File: src/rtl/txcg_pkg.sv
package txcg_pkg;
  localparam int NUM_CLS = 3;
  typedef enum logic [1:0] {
    CLS_POST  = 2'd0,
    CLS_NPOST = 2'd1,
    CLS_CPL   = 2'd2,
    CLS_RSVD  = 2'd3
  } tx_cls_e;
endpackage

File: src/rtl/txcg_credit_pool.sv
module txcg_credit_pool #(
  parameter int HC_W    = 8,
  parameter int DC_W    = 10,
  parameter int HC_INIT = 4,
  parameter int DC_INIT = 16,
  parameter int HC_LIM  = 8,
  parameter int DC_LIM  = 32
) (
  input  logic            clk,
  input  logic            rst_n,
  input  logic            take,
  input  logic [DC_W-1:0] need_dat,
  input  logic            give,
  input  logic [HC_W-1:0] give_hdr,
  input  logic [DC_W-1:0] give_dat,
  output logic [HC_W-1:0] hdr_cnt,
  output logic [DC_W-1:0] dat_cnt,
  output logic            fits
);
  localparam int HS_W = HC_W + 1;
  localparam int DS_W = DC_W + 1;

  logic [HC_W-1:0] hdr_q, hdr_n;
  logic [DC_W-1:0] dat_q, dat_n;
  logic [HS_W-1:0] h_sum;
  logic [DS_W-1:0] d_sum;
  logic            upd;

  assign fits = (hdr_q != '0) && (dat_q >= need_dat);
  assign upd  = take | give;

  always_comb begin
    h_sum = {1'b0, hdr_q} + (give ? {1'b0, give_hdr} : '0) - (take ? HS_W'(1) : '0);
    d_sum = {1'b0, dat_q} + (give ? {1'b0, give_dat} : '0) - (take ? {1'b0, need_dat} : '0);
    hdr_n = (h_sum > HS_W'(HC_LIM)) ? HC_W'(HC_LIM) : h_sum[HC_W-1:0];
    dat_n = (d_sum > DS_W'(DC_LIM)) ? DC_W'(DC_LIM) : d_sum[DC_W-1:0];
  end

  always_ff @(posedge clk or negedge rst_n) begin
    if (!rst_n) begin
      hdr_q <= HC_W'(HC_INIT);
      dat_q <= DC_W'(DC_INIT);
    end else if (upd) begin
      hdr_q <= hdr_n;
      dat_q <= dat_n;
    end
  end

  assign hdr_cnt = hdr_q;
  assign dat_cnt = dat_q;


  hdr_limit_chk: assert property (@(posedge clk) disable iff (!rst_n)
    hdr_q <= HC_W'(HC_LIM));

  dat_limit_chk: assert property (@(posedge clk) disable iff (!rst_n)
    dat_q <= DC_W'(DC_LIM));

  take_fits_chk: assert property (@(posedge clk) disable iff (!rst_n)
    take |-> fits);

  take_hdr_chk: assert property (@(posedge clk) disable iff (!rst_n)
    take && !give |=> hdr_q == $past(hdr_q) - HC_W'(1));
endmodule

File: src/rtl/txcg_tx_seq.sv
module txcg_tx_seq #(
  parameter int LEN_W  = 6,
  parameter int WORD_W = 32
) (
  input  logic              clk,
  input  logic              rst_n,
  input  logic              ack,
  input  logic [1:0]        ack_cls,
  input  logic [LEN_W-1:0]  ack_len,
  input  logic              pl_valid,
  input  logic [WORD_W-1:0] pl_data,
  output logic              idle,
  output logic              dn_valid,
  output logic              dn_sop,
  output logic              dn_last,
  output logic              dn_err,
  output logic [WORD_W-1:0] dn_data,
  output logic              proto_err
);
  logic              busy_q, busy_n;
  logic [LEN_W-1:0]  rem_q, rem_n;
  logic              perr_pkt_q, perr_pkt_n;
  logic              perr_q, perr_n;
  logic              vld_q, vld_n, sop_q, sop_n, last_q, last_n, err_q, err_n;
  logic [WORD_W-1:0] data_q, data_n;
  logic              at_last;

  assign at_last = (rem_q == LEN_W'(1));

  always_comb begin
    busy_n     = busy_q;
    rem_n      = rem_q;
    perr_pkt_n = perr_pkt_q;
    perr_n     = perr_q;
    vld_n      = 1'b0;
    sop_n      = 1'b0;
    last_n     = 1'b0;
    err_n      = 1'b0;
    data_n     = data_q;
    if (!busy_q) begin
      if (ack) begin
        vld_n      = 1'b1;
        sop_n      = 1'b1;
        data_n     = WORD_W'({ack_cls, ack_len});
        last_n     = (ack_len == '0);
        busy_n     = (ack_len != '0);
        rem_n      = ack_len;
        perr_pkt_n = 1'b0;
      end
    end else if (pl_valid) begin
      vld_n  = 1'b1;
      data_n = pl_data;
      last_n = at_last;
      err_n  = at_last & perr_pkt_q;
      rem_n  = rem_q - LEN_W'(1);
      if (at_last) begin
        busy_n     = 1'b0;
        perr_pkt_n = 1'b0;
      end
    end else begin
      perr_n     = 1'b1;
      perr_pkt_n = 1'b1;
    end
  end

  always_ff @(posedge clk or negedge rst_n) begin
    if (!rst_n) begin
      busy_q     <= 1'b0;
      rem_q      <= '0;
      perr_pkt_q <= 1'b0;
      perr_q     <= 1'b0;
      vld_q      <= 1'b0;
      sop_q      <= 1'b0;
      last_q     <= 1'b0;
      err_q      <= 1'b0;
    end else begin
      busy_q     <= busy_n;
      rem_q      <= rem_n;
      perr_pkt_q <= perr_pkt_n;
      perr_q     <= perr_n;
      vld_q      <= vld_n;
      sop_q      <= sop_n;
      last_q     <= last_n;
      err_q      <= err_n;
    end
  end

  always_ff @(posedge clk or negedge rst_n) begin
    if (!rst_n)     data_q <= '0;
    else if (vld_n) data_q <= data_n;
  end

  assign idle      = ~busy_q;
  assign dn_valid  = vld_q;
  assign dn_sop    = sop_q;
  assign dn_last   = last_q;
  assign dn_err    = err_q;
  assign dn_data   = data_q;
  assign proto_err = perr_q;


  gap_flag_chk: assert property (@(posedge clk) disable iff (!rst_n)
    busy_q && !pl_valid |=> proto_err && !dn_valid);

  err_sticky_chk: assert property (@(posedge clk) disable iff (!rst_n)
    proto_err |=> proto_err);

  last_valid_chk: assert property (@(posedge clk) disable iff (!rst_n)
    (dn_last || dn_sop || dn_err) |-> dn_valid);

  ack_idle_chk: assert property (@(posedge clk) disable iff (!rst_n)
    ack |-> !busy_q);
endmodule

File: src/rtl/txcg_arbiter.sv
module txcg_arbiter
  import txcg_pkg::*;
#(
  parameter int HC_W    = 8,
  parameter int DC_W    = 10,
  parameter int LEN_W   = 6,
  parameter int WORD_W  = 32,
  parameter int HC_INIT = 4,
  parameter int DC_INIT = 16,
  parameter int HC_LIM  = 8,
  parameter int DC_LIM  = 32
) (
  input  logic                    clk,
  input  logic                    rst_n,
  output logic [NUM_CLS*HC_W-1:0] avail_hdr,
  output logic [NUM_CLS*DC_W-1:0] avail_dat,
  input  logic                    req_valid,
  input  logic [1:0]              req_cls,
  input  logic [LEN_W-1:0]        req_len,
  output logic                    req_ack,
  input  logic                    pl_valid,
  input  logic [WORD_W-1:0]       pl_data,
  input  logic                    ret_valid,
  input  logic [1:0]              ret_cls,
  input  logic [HC_W-1:0]         ret_hdr,
  input  logic [DC_W-1:0]         ret_dat,
  output logic                    dn_valid,
  output logic                    dn_sop,
  output logic                    dn_last,
  output logic                    dn_err,
  output logic [WORD_W-1:0]       dn_data,
  output logic                    proto_err
);
  localparam int UP_W = LEN_W + 1;

  logic [1:0]         rst_sync_q;
  logic               srst_n;
  logic [UP_W-1:0]    len_up;
  logic [DC_W-1:0]    need_dat;
  logic [NUM_CLS-1:0] fits;
  logic [3:0]         fits_ext;
  logic               idle;
  logic               cls_ok;

  always_ff @(posedge clk or negedge rst_n) begin
    if (!rst_n) rst_sync_q <= 2'b00;
    else        rst_sync_q <= {rst_sync_q[0], 1'b1};
  end
  assign srst_n = rst_sync_q[1];

  assign len_up   = {1'b0, req_len} + UP_W'(3);
  assign need_dat = DC_W'(len_up >> 2);
  assign fits_ext = 4'(fits);
  assign cls_ok   = (tx_cls_e'(req_cls) != CLS_RSVD);
  assign req_ack  = req_valid & idle & cls_ok & fits_ext[req_cls];

  for (genvar g = 0; g < NUM_CLS; g++) begin : g_pool
    txcg_credit_pool #(
      .HC_W(HC_W), .DC_W(DC_W), .HC_INIT(HC_INIT), .DC_INIT(DC_INIT),
      .HC_LIM(HC_LIM), .DC_LIM(DC_LIM)
    ) u_pool (
      .clk      (clk),
      .rst_n    (srst_n),
      .take     (req_ack && (req_cls == 2'(g))),
      .need_dat (need_dat),
      .give     (ret_valid && (ret_cls == 2'(g))),
      .give_hdr (ret_hdr),
      .give_dat (ret_dat),
      .hdr_cnt  (avail_hdr[g*HC_W +: HC_W]),
      .dat_cnt  (avail_dat[g*DC_W +: DC_W]),
      .fits     (fits[g])
    );
  end

  txcg_tx_seq #(.LEN_W(LEN_W), .WORD_W(WORD_W)) u_seq (
    .clk       (clk),
    .rst_n     (srst_n),
    .ack       (req_ack),
    .ack_cls   (req_cls),
    .ack_len   (req_len),
    .pl_valid  (pl_valid),
    .pl_data   (pl_data),
    .idle      (idle),
    .dn_valid  (dn_valid),
    .dn_sop    (dn_sop),
    .dn_last   (dn_last),
    .dn_err    (dn_err),
    .dn_data   (dn_data),
    .proto_err (proto_err)
  );


  ack_class_chk: assert property (@(posedge clk) disable iff (!srst_n)
    req_ack |-> req_valid && (req_cls != 2'd3));

  postpone_hold_chk: assert property (@(posedge clk) disable iff (!srst_n)
    req_valid && !req_ack && !ret_valid |=> $stable(avail_hdr) && $stable(avail_dat));

  ack_desc_chk: assert property (@(posedge clk) disable iff (!srst_n)
    req_ack |=> dn_valid && dn_sop);
endmodule

File: config.mk
export PLATFORM = sky130hd
export DESIGN_NAME = txcg_arbiter
export DESIGN_NICKNAME = d
export VERILOG_FILES = /design/src/rtl/txcg_pkg.sv /design/src/rtl/txcg_credit_pool.sv /design/src/rtl/txcg_tx_seq.sv /design/src/rtl/txcg_arbiter.sv
export SDC_FILE = /design/constraint.sdc
export NUM_CORES = 1
export LEC_CHECK = 0
export ABC_AREA = 0
export BUFFER_PORTS_ARGS = -buffer_cell sky130_fd_sc_hd__buf_2
export CORE_MARGIN = 2
export CORE_UTILIZATION = 30
export CTS_BUF_LIST = sky130_fd_sc_hd__clkbuf_4 sky130_fd_sc_hd__clkbuf_8
export CTS_CLUSTER_SIZE = 8
export DETAILED_ROUTE_END_ITERATION = 12
export SLEW_MARGIN = 20
export SYNTH_ARGS = -nofsm -noshare
export SYNTH_HDL_FRONTEND = slang
export SYNTH_SLANG_ARGS = --single-unit
File: constraint.sdc
create_clock -name clk -period 4.94 [get_ports clk]
set_input_delay 0.741 -clock clk [delete_from_list [all_inputs] [get_ports clk]]
set_output_delay 0.741 -clock clk [all_outputs]
set_load 0.05 [all_outputs]
==> flow_summary_export.csv <==
group,metric,value,unit
status,status,"completed",
synth,syn_area,8527,µm²
synth,netlist.area_leader.share,0.2788,
synth,synth_most_common_cell,"inv_1",
synth,synth_edf_count,0,
clocking,cts_max_level,3,
routing,drc,0,
routing,drtPass1Iterations,5,
global_routing,grt_pass1_wl,39230,µm
synth,syn_inst,1029,
synth,synth_seq_cells,101,
synth,synthAdderAreaFrac,0.2081,
final_layout,nNetsFinal,1464,
floorplanning,dieArea,29790,µm²
final_layout,regArea,2539,µm²
synth,synth-compound-area-share,0.1792,
clocking,clock-sinks,101,
final_layout,multi_input_area,5303,µm²
floorplanning,start_util,0.3061,
clocking,cts_tree,"yes",
routing,highest_layer,"met4",
sta,fin_crit,4.726,ns
routing,drt_iter0_drc,503,
clocking,path_clk_slew,0.11,ns
synth,synth_top_area_cell,"dfrtp_1",
routing,vias_per_cell,4.759,
sta,relSlewSlack,0.4053,
sta,fin_crit_sh,0.9567,
floorplanning,coreArea,27860,µm²
placed_design,dpl.hpwl,20150,µm
routing,drt-total-wl,24780,µm
sta,fin_skew,0.01402,ns
sta,tightest_slew,0.8899,ns
floorplanning,die_height,172.6,µm
worst_setup_path,crit_path_end_kind,"register",
final_layout,drive_gt1_frac,0.2514,
synth,synthTopCellsByArea,"dfrtp_1 (28%), ha_1 (17%), inv_1 (8.2%)",
synth,synthArstFlopShare,1.000,
routing,wire_per_inst,14.98,µm
worst_setup_path,start_kind,"input pin",
synth,synth_cell_types,81,
pwr,power.total,5.143,mW
synth,synth-simple-area-share,0.1729,
sta,timing.setup.tns,0,ns
clocking,cts_root_buf,"clkbuf_8",
synth,synth-seq-area-share,0.2973,
synth,syn-num-nets,1225,
synth,synth_xor_area_frac,0.03184,
placed_design,numPortBuffers,156,
worst_setup_path,worstSetupPathType,"in2reg",
clocking,clock_latency,0.42,ns
clocking,cts_hold_buffers,0,
sta,timing.fmax,211.6,MHz
routing,wl_met2,12000,µm
pwr,ir_drop,0.1592,mV
clocking,clk_path_buf_depth,2,
synth,syn_avg_cell_area,8.287,µm²
routing,dr_total_vias,7871,
job,drv_cap,0,
global_routing,antenna_found_initial,2,
worst_setup_path,cp_max_fo,4,
placed_design,routabilityCongestion,0.8838,
pwr,power.leakage,5.482,nW
sta,setup_viol,0,
clocking,cts_buffers,9,
synth,yosys_warnings,0,
floorplanning,placementRows,61,
global_routing,grt_overflow,0,
synth,synthMuxAreaShare,0.01306,
floorplanning,die_w,172.6,µm
routing,wl_met3,819,µm
hold_path,hold_path.class,"in2async",
sta,hold_violations,0,
sta,maxSlewViolCount,0,
floorplanning,num_io_pins,157,
synth,yosys-top-cells-count,"inv_1 (187), nand2_1 (128), ha_1 (113)",
global_routing,grt_util_all_layers,0.1637,
global_routing,grt_max_degree,58,
routing,ant_nets,0,
pwr,p_per_area,479.5,nW/µm²
worst_setup_path,r2r_slack,0.51,ns
global_routing,grt_pass1_vias,7548,
final_layout,synthToLayoutAreaGrowth,25.78,%
worst_setup_path,critPathRequiredTime,5.30,ns
worst_setup_path,arrival,5.08,ns
synth,synth_top_family_by_area,"adder cells",
final_layout,fill_cells,2871,
routing,wl_met1,11170,µm
synth,synthFlopType,"dfrtp_1",
-- worst paths after layout --
check / to / startpoint / cells past startpoint
worst max-delay path: g_pool[0].u_pool.dat_cnt[4]$_DFFE_PN1P_ / req_len[0] / 24
worst min-delay path: rst_sync_q[1]$_DFF_PN0_ / rst_n / 1
worst max register to register: g_pool[1].u_pool.dat_cnt[2]$_DFFE_PN0P_ / g_pool[1].u_pool.hdr_cnt[5]$_DFFE_PN0P_ / 17
worst min register to register: rst_sync_q[1]$_DFF_PN0_ / rst_sync_q[0]$_DFF_PN0_ / 0
max in group asynchronous: g_pool[0].u_pool.dat_cnt[4]$_DFFE_PN1P_ / rst_sync_q[1]$_DFF_PN0_ / 1
min in group clk: rst_sync_q[1]$_DFF_PN0_ / rst_sync_q[0]$_DFF_PN0_ / 0
-- placed cells by master, fill, tap and decap left out, drive strengths merged, types with 8 or more instances in the layout --
master	synthesis	final
xor2	11	11
a22o	14	14
nor4	9	9
mux2i	10	10
ha	113	113
and2	8	8
clkbuf	21	9
a21oi	35	35
xnor2	20	20
nand2b	12	12
a211oi	15	15
inv	187	191
buf	5	254
nand3	17	17
dfrtp	95	95
nor2	81	81
a21o	10	10
o21a	9	9
nor3	25	25
nand2	128	128
fa	18	18
o21ai	66	66
-- layer usage --
metal / GRT usage / vias to the layer above
li1: - / 3972
met1: 0.2073 / 3704
met2: 0.2778 / 153
met3: 0.02507 / 42
met4: 0.06909 / 0
met5: 0 / -
-- cell families (layout without fill, tap and decap cells) --
family / Yosys count / after routing
buffers and inverters: 214 / 458
other: 1 / 4
adder cells (fa/ha/maj): 131 / 131
AND/OR/NAND/NOR: 319 / 319
flip-flops: 101 / 101
AO/OA/AOI/OAI: 221 / 221
XOR/XNOR: 31 / 31
multiplexers: 11 / 11
-- through the flow --
step	setup slack [ns]	util	hold WS, ns	std cells	cell area (µm²)
after floorplan	0.03263	-	0.3312	1029	8539
after global placement	-0.3850	0.3731	0.3385	1631	10400
after detailed placement	-0.4667	0.3731	0.3362	1631	10400
after CTS	0.02349	0.3796	0.06012	1647	10580
after global routing	-0.07138	0.3849	0.06155	1653	10720
final	0.2140	0.3850	0.09056	1654	10730
-- layout make-up --
class	count	share of cell area
Multi-Input combinational cell	714	0.4944
Clock buffer	9	0.01155
Tap cell	378	0.04410
Clock inverter	7	0.005250
Sequential cell	101	0.2367
Inverter	188	0.06591
Antenna cell	3	0.0007000
Timing Repair Buffer	254	0.1414
-- timing repair --
action | in CTS | in global routing
endpoints found under the setup margin | 2 | 30
pin swaps | 1 | 12
gates resized for setup | 0 | 25
buffers inserted | 0 | 4
-- worst max-delay path: stages --
cell and delay [ns]:
buf_2 0.13, nor2_4 0.16, buf_4 0.13, xnor2_1 0.12, inv_1 0.13, ha_1 0.29, nor2b_1 0.04, o21ai_0 0.19
a31oi_1 0.13, or3_4 0.41, buf_4 0.15, nor2_1 0.15, fa_1 0.44, inv_1 0.07, ha_1 0.24, o21ai_2 0.18
a21oi_2 0.06, buf_4 0.14, nor3b_1 0.13, nor4_1 0.29, o2111ai_2 0.21, a2111oi_2 0.24, buf_4 0.19, a22o_1 0.12
-- state kept, by name, summed over array words and instances, names as in the netlist --
| name | count |
|---|---|
| g_pool.u_pool.dat_cnt | 30 |
| g_pool.u_pool.hdr_cnt | 24 |
| rst_sync_q | 2 |
| u_seq.busy_q | 1 |
| u_seq.dn_data | 32 |
| u_seq.dn_err | 1 |
| u_seq.dn_last | 1 |
| u_seq.dn_sop | 1 |
| u_seq.dn_valid | 1 |
| u_seq.perr_pkt_q | 1 |
| u_seq.proto_err | 1 |
| u_seq.rem_q | 6 |
-- report_power, final --
group	total [mW]	internal [mW]	leakage (nW)	switching, mW
Clock	0.541	0.192	0.0963	0.350
Combinational	3.41	1.37	4.12	2.03
Sequential	1.19	1.04	1.26	0.156
Note: power is estimated with default switching activity, not from simulation.
